<file path="config.mk">
export PLATFORM = sky130hd
export DESIGN_NAME = simd_lane_adder
export DESIGN_NICKNAME = d
export VERILOG_FILES = /design/src/rtl/simd_add_pkg.sv /design/src/rtl/lane_cut_ctrl.sv /design/src/rtl/byte_add_slice.sv /design/src/rtl/simd_lane_adder.sv
export SDC_FILE = /design/constraint.sdc
export NUM_CORES = 1
export LEC_CHECK = 0
export BUFFER_PORTS_ARGS = -buffer_cell sky130_fd_sc_hd__buf_2
export CAP_MARGIN = 20
export CELL_PAD_IN_SITES_DETAIL_PLACEMENT = 1
export CELL_PAD_IN_SITES_GLOBAL_PLACEMENT = 1
export CORE_MARGIN = 2
export CORE_UTILIZATION = 35
export DETAILED_ROUTE_END_ITERATION = 8
export GPL_TIMING_DRIVEN = 0
export HOLD_SLACK_MARGIN = 0.15
export PLACE_DENSITY_LB_ADDON = 0.1
export SKIP_CTS_REPAIR_TIMING = 1
export SYNTH_ARGS = -nofsm -noshare
export SYNTH_HDL_FRONTEND = slang
export SYNTH_HIERARCHICAL = 1
export SYNTH_SLANG_ARGS = --single-unit
</file>
<file path="constraint.sdc">
create_clock -name clk -period 16.3 [get_ports clk]
set_input_delay 0.815 -clock clk [delete_from_list [all_inputs] [get_ports clk]]
set_output_delay 0.815 -clock clk [all_outputs]
set_load 0.005 [all_outputs]
</file>
<file path="src/rtl/simd_add_pkg.sv">
package simd_add_pkg;
    localparam int VEC_W      = 128;
    localparam int SLICE_W    = 8;
    localparam int NUM_SLICES = VEC_W / SLICE_W;

    typedef enum logic [1:0] {
        ELEM_8  = 2'b00,
        ELEM_16 = 2'b01,
        ELEM_32 = 2'b10,
        ELEM_64 = 2'b11
    } elem_size_e;

    typedef struct packed {
        logic             vld;
        logic [VEC_W-1:0] sum;
    } add_state_t;
endpackage

</file>
<file path="src/rtl/lane_cut_ctrl.sv">
module lane_cut_ctrl
    import simd_add_pkg::*;
#(
    parameter int N_SLICES = NUM_SLICES
) (
    input  elem_size_e          size,
    output logic [N_SLICES-1:0] lane_start
);
    localparam int IDX_W = $clog2(N_SLICES) + 1;

    // Number of slices per lane is 2**size. A slice opens a lane when
    // its index is a multiple of that span.
    always_comb begin
        logic [IDX_W-1:0] span_mask;
        span_mask = IDX_W'((1 << size) - 1);
        for (int i = 0; i < N_SLICES; i++) begin
            lane_start[i] = ((IDX_W'(i) & span_mask) == '0);
        end
    end
endmodule

</file>
<file path="src/rtl/byte_add_slice.sv">
module byte_add_slice #(
    parameter int W = 8
) (
    input  logic [W-1:0] a,
    input  logic [W-1:0] b,
    input  logic         cin,
    output logic [W-1:0] sum,
    output logic         cout
);
    always_comb begin
        {cout, sum} = {1'b0, a} + {1'b0, b} + {{W{1'b0}}, cin};
    end
endmodule

</file>
<file path="src/rtl/simd_lane_adder.sv">
module simd_lane_adder
    import simd_add_pkg::*;
#(
    parameter int DATA_W = VEC_W,
    parameter int SEG_W  = SLICE_W
) (
    input  logic              clk,
    input  logic              rst,
    input  logic              in_valid,
    input  logic [1:0]        size_sel,
    input  logic [DATA_W-1:0] opa,
    input  logic [DATA_W-1:0] opb,
    output logic              out_valid,
    output logic [DATA_W-1:0] result
);
    localparam int N_SEG = DATA_W / SEG_W;

    typedef struct packed {
        logic              vld;
        logic [DATA_W-1:0] sum;
    } stage_t;

    elem_size_e        size;
    logic [N_SEG-1:0]  lane_start;
    logic [N_SEG-1:0]  seg_cin;
    logic [N_SEG-1:0]  seg_cout;
    logic [DATA_W-1:0] raw_sum;
    logic              top_carry_unused;
    stage_t            state_d, state_q;

    assign size = elem_size_e'(size_sel);

    lane_cut_ctrl #(.N_SLICES(N_SEG)) u_cut (
        .size       (size),
        .lane_start (lane_start)
    );

    // One slice per segment; the carry into a slice is forced low at lane starts.
    for (genvar i = 0; i < N_SEG; i++) begin : g_seg
        if (i == 0) begin : g_first
            assign seg_cin[i] = 1'b0;
        end else begin : g_rest
            assign seg_cin[i] = lane_start[i] ? 1'b0 : seg_cout[i-1];
        end
        byte_add_slice #(.W(SEG_W)) u_slice (
            .a    (opa[i*SEG_W +: SEG_W]),
            .b    (opb[i*SEG_W +: SEG_W]),
            .cin  (seg_cin[i]),
            .sum  (raw_sum[i*SEG_W +: SEG_W]),
            .cout (seg_cout[i])
        );
    end

    assign top_carry_unused = seg_cout[N_SEG-1];

    always_comb begin
        state_d     = state_q;
        state_d.vld = in_valid;
        if (in_valid) begin
            state_d.sum = raw_sum;
        end
    end

    always_ff @(posedge clk) begin
        if (rst) begin
            state_q <= '0;
        end else begin
            state_q <= state_d;
        end
    end

    assign out_valid = state_q.vld;
    assign result    = state_q.sum;

    // sampled lanes of each partition match a plain modulo add
    a_r1_byte_lane: assert property (@(posedge clk) disable iff (rst)
        (in_valid && size_sel == 2'b00) |=>
            result[SEG_W-1:0] == $past(opa[SEG_W-1:0] + opb[SEG_W-1:0]));
    a_r2_half_lane: assert property (@(posedge clk) disable iff (rst)
        (in_valid && size_sel == 2'b01) |=>
            result[31:16] == $past(opa[31:16] + opb[31:16]));
    a_r3_word_lane: assert property (@(posedge clk) disable iff (rst)
        (in_valid && size_sel == 2'b10) |=>
            result[95:64] == $past(opa[95:64] + opb[95:64]));
    a_r4_dword_lane: assert property (@(posedge clk) disable iff (rst)
        (in_valid && size_sel == 2'b11) |=>
            result[DATA_W-1:DATA_W-64] == $past(opa[DATA_W-1:DATA_W-64] + opb[DATA_W-1:DATA_W-64]));
    // cut pattern has slice 0 as a start and one start per lane
    a_r5_lane_cuts: assert property (@(posedge clk) disable iff (rst)
        lane_start[0] && ($countones(lane_start) == (N_SEG >> size_sel)));
    a_r7_valid_follows: assert property (@(posedge clk) disable iff (rst)
        in_valid |=> out_valid);
    a_r7_valid_drops: assert property (@(posedge clk) disable iff (rst)
        !in_valid |=> !out_valid);
    a_r8_hold: assert property (@(posedge clk) disable iff (rst)
        !in_valid |=> $stable(result));
    a_r9_reset_clear: assert property (@(posedge clk)
        rst |=> (!out_valid && result == '0));
endmodule

</file>
==> qor.json <==
{
  "outcome": {"value": "complete, no violations"},
  "h-tree-depth": {"value": 4},
  "worstSkewPairLatency": {"value": 0.42, "unit": "ns"},
  "antenna_violations_before_repair": {"value": 13},
  "synthesized_net_count": {"value": 1506},
  "timing.setup.critical_path_class": {"value": "input pin to flip-flop"},
  "detail_route.wl_per_cell": {"value": 16.77, "unit": "um"},
  "slowest_delay": {"value": 0.47, "unit": "ns"},
  "ant_nets": {"value": 0},
  "placed_cells": {"value": 1873},
  "fmaxAchievable": {"value": 74.93, "unit": "MHz"},
  "mappedNetlistArea": {"value": 10160, "unit": "um^2"},
  "clkSinkCount": {"value": 129},
  "design.core.area": {"value": 28630, "unit": "um^2"},
  "power.static_leakage": {"value": 0.006684, "unit": "uW"},
  "drt_iter0_markers": {"value": 273},
  "path_common_cell": {"value": "sky130_fd_sc_hd__fa_1"},
  "critical_path.endpoint_type": {"value": "flip-flop"},
  "power_density": {"value": 84.16, "unit": "nW/um^2"},
  "timing.critical_path.required": {"value": 16.60, "unit": "ns"},
  "final_cells": {"value": 1912},
  "hp-class": {"value": "flip-flop to flip-flop"},
  "post-route-cell-area": {"value": 13140, "unit": "um^2"},
  "drv_cap": {"value": 0},
  "groute.usage.overall": {"value": 21.18, "unit": "%"},
  "gr-total-overflow": {"value": 0},
  "initial_core_util": {"value": 35.51, "unit": "%"},
  "synthesized_netlist_cell_count": {"value": 1101},
  "cts_buffer_depth": {"value": 2},
  "maximum_number_of_pins_on_one_net_before_global_route_repair": {"value": 17},
  "dieArea": {"value": 30420, "unit": "um^2"},
  "dpl.hpwl": {"value": 26.64, "unit": "mm"},
  "peakVddDrop": {"value": 61.27, "unit": "uV"},
  "postLayoutCoreUtil": {"value": 45.92, "unit": "%"},
  "vias": {"value": 9504},
  "syn_avg_cell_area": {"value": 9.231, "unit": "um^2"},
  "post_synthesis_to_final_layout_area_growth": {"value": 29.32, "unit": "%"},
  "report.final.slew_viol_count": {"value": 0},
  "metal2_wl": {"value": 15.49, "unit": "mm"},
  "cts_inserted_buffers": {"value": 17},
  "worst-endpoint-arrival": {"value": 13.64, "unit": "ns"},
  "grt_pass1_vias": {"value": 9841},
  "clock_transition_at_the_registers_of_the_reported_paths": {"value": 0.06, "unit": "ns"},
  "ys_warn_count": {"value": 6},
  "ioPinCount": {"value": 390},
  "core.rowCount": {"value": 62},
  "drive_gt1_share": {"value": 31.43, "unit": "%"},
  "die_h": {"value": 174.4, "unit": "um"},
  "period_share": {"value": 81.88, "unit": "%"},
  "wirelength": {"value": 32.06, "unit": "mm"},
  "placement.io_buffers": {"value": 387},
  "num-nets-final": {"value": 1913},
  "global_route_wire_length_before_repair": {"value": 51.02, "unit": "mm"},
  "critical_path.slowest_cell": {"value": "sky130_fd_sc_hd__fa_1"},
  "worst_pin_slew": {"value": 0.6049, "unit": "ns"},
  "clock_tree.root_cell": {"value": "sky130_fd_sc_hd__clkbuf_16"},
  "routed.top_layer": {"value": "met5"},
  "report.final.hold_viol_count": {"value": 0},
  "rsz0062_at_grt": {"value": "no"},
  "first_pass_iters": {"value": 4},
  "max_slew_margin": {"value": 59.53, "unit": "%"},
  "die_w": {"value": 174.4, "unit": "um"},
  "setup_viol": {"value": 0},
  "finClkSkew": {"value": 0, "unit": "ns"},
  "finalWorstPathRequiredPeriod": {"value": 13.35, "unit": "ns"},
  "detailed_place.area": {"value": 12590, "unit": "um^2"},
  "routed_via_density": {"value": 4.971},
  "wl_met3": {"value": 2.195, "unit": "mm"},
  "crit_path_max_fanout": {"value": 2},
  "met1Wirelength": {"value": 13.50, "unit": "mm"},
  "gpl.final_weighted_congestion": {"value": 0.8314},
  "total_power": {"value": 1106, "unit": "uW"},
  "remaining_design_rule_violation_count": {"value": 0},
  "setup_tns": {"value": 0, "unit": "ns"},
  "tritoncts_clock_tree": {"value": "built"},
  "worstSetupStartpointType": {"value": "input pin"}
}
[registers in the layout, summed over array words and instances, names as in the netlist]
signal	cells
out_valid	1
result	128
[cell type report]
type / count / area [um^2]
buffer: 38 / 384.1
antenna: 7 / 17.52
inverter: 51 / 191.4
multi-input combinational: 883 / 7005
clock inverter: 15 / 108.9
clock buffer: 17 / 425.4
timing repair buffer: 388 / 1948
fill: 3510 / 15480
tap: 384 / 480.5
sequential: 129 / 2582
[stage by stage]
stage	setup slack, ns	hold slack, ns
floorplan	4.357	0.4850
global placement	2.544	0.4671
detailed placement	2.496	0.4778
CTS	2.907	0.4929
global route	2.251	0.5143
finish	2.954	0.4864
[routing by layer]
metal	track usage [%]	vias to the layer above
met5	0	-
met4	7.808	10
met3	6.277	53
met2	36.56	262
met1	24.75	4406
li1	-	4773
[where the power goes]
| group | internal [uW] | switching [uW] |
|---|---|---|
| combinational | 184 | 197 |
| clock | 195 | 161 |
| sequential | 352 | 18.0 |
[placed cells by master (no fill, tap or decap), drive strengths merged, types with 7 or more instances in the layout]
cell type	count
dfxtp	129
nor2b	41
a2111oi	9
a21o	31
xnor2	34
ha	112
nor4	16
diode	7
a311o	29
o21ai	17
o21bai	16
mux2i	137
fa	32
inv	55
buf	414
clkinv	8
clkbuf	29
xor2	31
nor2	148
a21oi	79
nor3	25
nand3	31
nand2	42
a221oi	9
[worst max-delay path, delay by kind of cell]
family                   cells  cell delay (ns)
AO/OA/AOI/OAI               16             2.92
XOR/XNOR                     1             0.12
adder cells (fa/ha/maj)     16             6.71
buffers and inverters        1             0.11
multiplexers                 1             0.14
AND/OR/NAND/NOR             22             2.82
[final timing paths]
check         startpoint     endpoint  slack, ns  depth (start not counted)
max               opa[0]   result[62]       2.95                         57
min            result[2]    result[2]       0.49                          2
max reg2reg  result[121]  result[121]      15.66                          2
min reg2reg    result[2]    result[2]       0.49                          2
(Power assumes the default switching activity.)
